### config.mk
export PLATFORM = sky130hd
export DESIGN_NAME = quad_counter
export DESIGN_NICKNAME = d
export VERILOG_FILES = /design/src/rtl/qdc_pkg.sv /design/src/rtl/qdc_sync.sv /design/src/rtl/qdc_prescaler.sv /design/src/rtl/qdc_decode.sv /design/src/rtl/quad_counter.sv
export SDC_FILE = /design/constraint.sdc
export NUM_CORES = 1
export LEC_CHECK = 0
export CAP_MARGIN = 25
export CORE_MARGIN = 2
export CORE_UTILIZATION = 40
export DETAILED_ROUTE_END_ITERATION = 6
export GPL_ROUTABILITY_DRIVEN = 1
export PLACE_DENSITY = 0.71
export SYNTH_ARGS = -nofsm -noshare
export SYNTH_HDL_FRONTEND = slang
export SYNTH_SLANG_ARGS = --single-unit
### constraint.sdc
create_clock -name clk_i -period 3.4 [get_ports clk_i]
set_clock_uncertainty 0.05 [all_clocks]
set_input_delay 0.34 -clock clk_i [delete_from_list [all_inputs] [get_ports clk_i]]
set_output_delay 0.34 -clock clk_i [all_outputs]
set_load 0.05 [all_outputs]
### src/rtl/qdc_pkg.sv
package qdc_pkg;
  typedef enum logic {
    QDC_CNT_DIR = 1'b0,
    QDC_PHASE   = 1'b1
  } qdc_mode_e;

  typedef struct packed {
    logic step;
    logic up;
    logic err;
  } qdc_evt_t;

  localparam int unsigned QDC_IDX_A = 0;
  localparam int unsigned QDC_IDX_B = 1;
endpackage

### src/rtl/qdc_sync.sv
module qdc_sync #(
  parameter int unsigned W      = 2,
  parameter int unsigned STAGES = 2
) (
  input  logic         clk_i,
  input  logic         rst_ni,
  input  logic [W-1:0] d_i,
  output logic [W-1:0] q_o
);
  logic [STAGES-1:0][W-1:0] ff_q;

  for (genvar s = 0; s < STAGES; s++) begin : g_stage
    if (s == 0) begin : g_first
      always_ff @(posedge clk_i or negedge rst_ni) begin
        if (!rst_ni) ff_q[s] <= '0;
        else         ff_q[s] <= d_i;
      end
    end else begin : g_next
      always_ff @(posedge clk_i or negedge rst_ni) begin
        if (!rst_ni) ff_q[s] <= '0;
        else         ff_q[s] <= ff_q[s-1];
      end
    end
  end

  assign q_o = ff_q[STAGES-1];
endmodule

### src/rtl/qdc_prescaler.sv
module qdc_prescaler #(
  parameter int unsigned PRE_W = 2
) (
  input  logic             clk_i,
  input  logic             rst_ni,
  input  logic             en_i,
  input  logic [PRE_W-1:0] code_i,
  output logic             tick_o
);
  logic [PRE_W-1:0] div_q;

  // >= so that lowering the code mid-count never stalls the divider
  assign tick_o = en_i && (div_q >= code_i);

  always_ff @(posedge clk_i or negedge rst_ni) begin
    if (!rst_ni)                div_q <= '0;
    else if (!en_i || tick_o)   div_q <= '0;
    else                        div_q <= div_q + PRE_W'(1);
  end
endmodule

### src/rtl/qdc_decode.sv
module qdc_decode
  import qdc_pkg::*;
(
  input  logic [1:0] prev_i,
  input  logic [1:0] cur_i,
  input  qdc_mode_e  mode_i,
  input  logic       pol_i,
  output qdc_evt_t   evt_o
);
  logic [1:0] delta;
  logic       a_rise;
  logic       a_fall;
  logic       a_leads;

  assign delta   = prev_i ^ cur_i;
  assign a_rise  = ~prev_i[QDC_IDX_A] &  cur_i[QDC_IDX_A];
  assign a_fall  =  prev_i[QDC_IDX_A] & ~cur_i[QDC_IDX_A];
  // forward gray step {B,A}: 00->01->11->10->00
  assign a_leads = prev_i[QDC_IDX_B] ^ cur_i[QDC_IDX_A];

  always_comb begin
    evt_o = '0;
    unique case (mode_i)
      QDC_CNT_DIR: begin
        evt_o.step = pol_i ? a_rise : a_fall;
        evt_o.up   = ~(cur_i[QDC_IDX_B] ^ pol_i);
      end
      QDC_PHASE: begin
        if (delta == 2'b11) begin
          evt_o.err = 1'b1;
        end else if (delta != 2'b00) begin
          evt_o.step = 1'b1;
          evt_o.up   = ~(a_leads ^ pol_i);
        end
      end
      default: evt_o = '0;
    endcase
  end
endmodule

### src/rtl/quad_counter.sv
module quad_counter
  import qdc_pkg::*;
#(
  parameter int unsigned CNT_W       = 16,
  parameter int unsigned SYNC_STAGES = 2,
  parameter int unsigned PRE_W       = 2
) (
  input  logic             clk_i,
  input  logic             rst_ni,
  input  logic             en_i,
  input  logic             mode_i,
  input  logic             pol_i,
  input  logic [PRE_W-1:0] pre_code_i,
  input  logic             in_a_i,
  input  logic             in_b_i,
  output logic [CNT_W-1:0] cnt_o,
  output logic             err_o
);
  localparam int unsigned IN_W = 2;

  logic [IN_W-1:0]  raw;
  logic [IN_W-1:0]  cur;
  logic [IN_W-1:0]  prev_q;
  logic             tick;
  qdc_evt_t         evt;
  logic [CNT_W-1:0] cnt_q;
  logic             err_q;

  assign raw[QDC_IDX_A] = in_a_i;
  assign raw[QDC_IDX_B] = in_b_i;

  qdc_sync #(
    .W      (IN_W),
    .STAGES (SYNC_STAGES)
  ) i_sync (
    .clk_i  (clk_i),
    .rst_ni (rst_ni),
    .d_i    (raw),
    .q_o    (cur)
  );

  qdc_prescaler #(
    .PRE_W (PRE_W)
  ) i_pre (
    .clk_i  (clk_i),
    .rst_ni (rst_ni),
    .en_i   (en_i),
    .code_i (pre_code_i),
    .tick_o (tick)
  );

  qdc_decode i_dec (
    .prev_i (prev_q),
    .cur_i  (cur),
    .mode_i (qdc_mode_e'(mode_i)),
    .pol_i  (pol_i),
    .evt_o  (evt)
  );

  always_ff @(posedge clk_i or negedge rst_ni) begin
    if (!rst_ni) begin
      prev_q <= '0;
      cnt_q  <= '0;
      err_q  <= 1'b0;
    end else begin
      // history follows inputs while disabled: no stale edge on re-enable
      if (!en_i || tick) prev_q <= cur;
      err_q <= tick & evt.err;
      if (tick && evt.step) begin
        cnt_q <= evt.up ? cnt_q + CNT_W'(1) : cnt_q - CNT_W'(1);
      end
    end
  end

  assign cnt_o = cnt_q;
  assign err_o = err_q;
endmodule

After elaboration in Yosys (flattened, before gate mapping)
Cells that the tools add are included.
{ "word_totals": {"output_inout_bits": 17, "reg_bits": 25, "in_bits": 9} }
{ "classes": {"muxes": 8, "reduce_logical": 5, "addsub": 3, "n_eq_ne": 1, "bitwise_logic": 12, "order_cmp": 1} }
{ "ops": {"columns": ["cell", "n"], "rows": [
  ["16-bit by 1-bit adder with 16-bit output (second input constant)", 1],
  ["16-bit 2-to-1 mux", 1],
  ["16-bit by 1-bit subtractor with 16-bit output (second input constant)", 1],
  ["2-bit 2-to-1 mux", 3],
  ["1-bit inverter", 5],
  ["2-bit one-hot mux with 2 select lines", 1],
  ["1-bit AND", 3],
  ["1-bit 2-to-1 mux", 3],
  ["1-bit XOR", 3],
  ["2-bit by 1-bit adder with 2-bit output (second input constant)", 1],
  ["2-bit equality test (second input constant)", 1],
  ["2-bit >= comparator", 1],
  ["1-bit logical AND", 2],
  ["2-bit nonzero test", 1],
  ["2-bit XOR", 1],
  ["1-bit zero test", 1],
  ["1-bit logical OR", 1]
]} }

Logic depth before layout (Yosys ltp)
Gate-level depths: netlist of the first run.
{ "logic_depth": {"ltp_word": 7, "depth_mapped": 15, "mapped_depth_nobuf": 13} }

Hierarchy
A second synthesis of the first run with hierarchy kept.
{ "unflattened": {"hier_cells": 208, "area_unflattened_um2": 1873.0} }
{ "by_module_without_submodules": {"columns": ["mod", "n_inst", "area_per_inst_um2", "seq_area_each_um2", "cells_each"], "rows": [
  ["quad_counter", 1, 1472.7, 475.5, 170],
  ["qdc_decode", 1, 160.2, 0.0, 20],
  ["qdc_prescaler", 1, 125.1, 50.0, 12],
  ["qdc_sync", 1, 115.1, 100.1, 6]
]} }

Worst setup path before layout of the first run
No wires, ideal clock.
{ "synth_path": {"kind": "reg-to-reg", "startpoint": "register i_sync.ff_q, in the netlist i_sync.q_o[0]", "endpoint": "register cnt_q[14] (netlist: cnt_o[14])", "path_stages_with_launch": 15, "synth_period_minus_slack_ps": 3010, "required_ps": 3268, "setup_slack_ps": 390, "setup_ps": 82, "t_arrival_ps": 2878, "cell_sequence": "dfrtp_1 inv_1 ha_1 ha_1 nand2b_1 o32ai_2 buf_4 buf_4 xnor2_1 ha_1 or3_1 nor4_2 a41oi_1 nor2_1 xor2_1"} }
{ "synth_between": {"elab_chain_len": 7, "word_cells_on_any_way": 15} }
{ "synth_rtl": {"columns": ["item", "line", "text"], "rows": [
  ["start, declared", "qdc_sync.sv:10", "logic [STAGES-1:0][W-1:0] ff_q;"],
  ["start signal, assigned by index", "qdc_sync.sv:21", "else ff_q[s] <= ff_q[s-1];"],
  ["1-bit XOR", "qdc_decode.sv:19", "assign a_leads = prev_i[QDC_IDX_B] ^ cur_i[QDC_IDX_A];"],
  ["1-bit XOR", "qdc_decode.sv:33", "evt_o.up = ~(a_leads ^ pol_i);"],
  ["1-bit inverter", "qdc_decode.sv:33", null],
  ["2-bit 2-to-1 mux", "qdc_decode.sv:31", "end else if (delta != 2'b00) begin"],
  ["2-bit 2-to-1 mux", "qdc_decode.sv:29", "if (delta == 2'b11) begin"],
  ["2-bit one-hot mux with 2 select lines (*)", "qdc_decode.sv:23", "unique case (mode_i)"],
  ["16-bit 2-to-1 mux", "quad_counter.sv:70", "cnt_q <= evt.up ? cnt_q + CNT_W'(1) : cnt_q - CNT_W'(1);"],
  ["end signal, assigned", "quad_counter.sv:70", null],
  ["end, declared", "quad_counter.sv:26", "logic [CNT_W-1:0] cnt_q;"]
]} }
Mark *: on every way between the ends. The rest lies on a longest branch, timed or not.
A chain may end at the register's enable or synchronous reset.

Final worst setup path of the first run
Same ends and word-level chain as after synthesis.

==> results of run 1 <==
cells in the mapped netlist:
cell type	count	area [um^2]
a211o_1	1	8.760
a21oi_1	7	35.03
a31oi_1	1	6.260
a32oi_1	1	8.760
a41oi_1	3	26.28
and3_1	3	18.77
and4_1	1	8.760
and4b_1	1	10.01
buf_4	2	15.01
clkbuf_1	3	11.26
dfrtp_1	25	625.6
ha_1	7	87.58
inv_1	7	26.28
mux2_2	2	22.52
mux2i_1	2	20.02
nand2_1	13	48.80
nand2b_1	3	18.77
nand3_1	1	5.000
nand3b_1	1	7.510
nand4_1	4	25.02
nand4b_1	1	8.760
nor2_1	13	48.80
nor3_1	7	35.03
nor4_1	5	31.28
nor4_2	1	12.51
nor4b_1	1	8.760
o21ai_0	3	15.01
o32a_2	1	11.26
o32ai_2	1	16.27
or2_2	1	6.260
or3_1	5	31.28
or4_1	3	22.52
or4_4	1	11.26
xnor2_1	9	78.83
xor2_1	10	87.58
xor3_1	1	23.77
critical path: cells and delay by family (launching register included):
| kind | cells | cell delay [ps] |
|---|---|---|
| DFF | 1 | 410 |
| adders and majority gates | 3 | 770 |
| and+or+nand+nor | 4 | 970 |
| xor gates and xnor gates | 2 | 270 |
| buffers and inverters | 1 | 70 |
| AOI/OAI and AO/OA | 2 | 340 |
power groups by stage:
| stage | sequential [mW] | clock [mW] | combinational [mW] |
|---|---|---|---|
| 3_5_place_dp | 0.562 | 0 | 0.849 |
| 4_1_cts | 0.558 | 0.181 | 0.856 |
| 2_1_floorplan | 0.825 | 0 | 0.306 |
| 5_1_grt | 0.582 | 0.193 | 0.906 |
| 3_3_place_gp | 0.555 | 0 | 0.844 |
| 6_report | 0.558 | 0.177 | 0.851 |
cell families after synthesis:
group / count (synthesis)
xor+xnor: 20
buf+inv: 12
compound gates: 18
flops: 25
simple gates: 65
fa+ha+maj: 7
mux: 4
path summary, 6_finish.rpt:
kind / start / endpoint / slack (ps)
max: i_sync.q_o[0] / cnt_o[14] / 480
max in group asynchronous: rst_ni / cnt_o[0] / 2430
max reg2reg: i_sync.q_o[0] / cnt_o[14] / 480
min in group asynchronous: rst_ni / cnt_o[11] / 370
min: i_sync.ff_q[1] / i_sync.q_o[1] / 300
min reg2reg: i_sync.ff_q[1] / i_sync.q_o[1] / 300
routing by layer:
layer	vias up	GRT usage, %	wire length, um	share of wire (%)
met4	0	8.511	63	2.0
met2	26	30.28	1568	50
met3	5	2.257	129	4.1
met1	601	18.96	1348	43
met5	-	0	0	0
li1	597	-	-	-
cell type report:
class,instances,area share [%]
multi-input combinational,114,43.76
timing repair buffer,28,15.20
tap,48,3.256
sequential,25,33.92
inverter,7,1.425
clock buffer,4,2.442
registers in the layout, summed over array words and instances, names as in the netlist:
register,count
cnt_o,16
i_pre.div_q,2
i_sync.ff_q,2
i_sync.q_o,2
prev_q,2
err_o,1
layout by cell type (no fill, tap or decap), types with 4 or more instances in the layout:
cell	count
dfrtp_1	25
clkdlybuf4s50_1	25
nand2_1	13
nor2_1	13
xor2_1	10
xnor2_1	9
inv_1	7
a21oi_1	7
nor3_1	7
ha_1	7
or3_1	5
nor4_1	5
nand4_1	4
per-stage QoR:
stage | utilization, % | power, mW | instance area (um^2) | hold WS [ps]
floorplan | - | 1.132 | 1485 | -5.591
global placement | 49.48 | 1.400 | 1784 | 287.1
detailed placement | 49.90 | 1.412 | 1799 | 288.7
CTS | 51.14 | 1.596 | 1844 | 307.1
global route | 51.14 | 1.681 | 1844 | 313.2
finish | 51.14 | 1.587 | 1844 | 304.6
==> flow_summary.toml, run 1 <==
[timing]
setup_ws_ps = 475.1
max_freq_mhz = 341.9
worst_pin_slew_ps = 582.5
grt_setup_unrepaired = "no"
min_period_over_period_pct = 86.03
setup_viol = 0
hold_violations = 0
final_max_slew_viol_count = 0
setup_tns_ps = 0
timing.slew.headroom_pct = 61.05
fin_crit_ps = 2925

[synthesis]
synth_mux_area_share_pct = 2.864
netlist_instances = 151
yosys.area_share.simple_pct = 24.18
yosysWarningCount = 0
synth_cell_types = 36
syn_area_mm2 = 0.001485
synth_xor_area_share_pct = 12.81
synth-seq-cells = 25
synthAdderAreaFrac_pct = 5.897
avgSynthCellArea_um2 = 9.836
yosysSeqAreaShare_pct = 42.12
synth-compound-area-share_pct = 8.593
synth_top_family_by_area = "simple AND/OR/NAND/NOR gates"
synth_nets = 167

[critical_path]
path_max_fanout = 7
cp-end-kind = "register"
crit_required_ps = 3560
arrival_ps = 3080
cpMostUsedCell = "ha_1"
rr_worst_depth = 12
cpPeakStageDelay_ps = 420
cp_slowest_cell = "or3_1"
path_cells = "inv_1 > ha_1 > ha_1 > nand2b_1 > o32ai_2 > xnor2_1 > ha_1 > or3_1 > nor4_2 > a41oi_1 > nor2_1 > xor2_1"
worst_setup_path_start_kind = "register"
path_class = "reg2reg"

[clocking]
clock_latency_ps = 280
postCtsHoldBufs = 0
cts_tree = "done"
cts.sinks = 25
cts_made_buffers = 3
clk_pin_slew_ps = 80
cts-htree-levels = 1
postCtsSetupBuffers = 0
ctsResizeCount = 0
clock_tree.root_cell = "clkbuf_8"
cts_buffer_depth = 2

[grt]
grt_usage_pct = 16.69
overflow = 0
grt_pass1_wl_mm = 5.395
grt_start_max_net_pins = 20
antenna_found_initial = 0
grt_pass1_vias = 1243

[power]
power.internal_mw = 0.8000
switching_share_pct = 49.58
p_switching_mw = 0.7865
power_density_mw_per_mm2 = 860.3
p_seq_share_pct = 35.2
comb_power_share_pct = 53.7
clock_power_share_pct = 11.1
leakagePower_nw = 0.7806
ir_drop_uv = 370.1

[die]
start_util_pct = 41.19
die_area_mm2 = 0.004217
die_w_um = 64.94
die_h_um = 64.94
core_mm2 = 0.003606
top_level_ports = 26
placement_rows = 22

[placement]
place_ws_ps = 374.2
place_inst = 222
io_buffers = 25
place_congestion = 0.8584
dp_hpwl_mm = 2.361

[detailed_routing]
dr.pass1.iters = 4
num_vias = 1229
wl_per_cell_um = 13.76
drt-vias-per-instance = 5.438
drt-total-wl_mm = 3.110
ant_nets = 0
route.detailed.drc = 0
drt-initial-drc-count = 34

[layout]
multi_input_area_um2 = 807.0
final_cells = 226
nets = 195
num_antenna_cells = 0
areaGrowthSynthToFinish_pct = 24.18
drive_gt1_share_pct = 7.303
n_fill_cell = 331
seq_area_um2 = 625.6

[min_path]
hold_class = "reg2reg"
hold_depth = 0

[run]
timing.max_cap.violations = 0

[status]
outcome = "completed"
Note: power is estimated with default switching activity, not from simulation.
==> run 2, diff against run 1 <==
--- a/constraint.sdc
+++ b/constraint.sdc
@@ -4,2 +4,2 @@
 set_output_delay 0.34 -clock clk_i [all_outputs]
-set_load 0.05 [all_outputs]
+set_load 0.02 [all_outputs]
==> results of run 2 <==
Same layout as run 1 (identical final DEF). Status: completed.
Main changes from that run: total power 1.587 mW -> 1.385 mW; worst IR drop on VDD 370.1 uV -> 361.9 uV
==> run 3, diff against run 2 <==
- CTS_CLUSTER_DIAMETER: default -> 80
==> results of run 3 <==
Same layout as run 1 (identical final DEF). Status: completed.
Main changes from that run: total power 1.587 mW -> 1.385 mW; worst IR drop on VDD 370.1 uV -> 361.9 uV
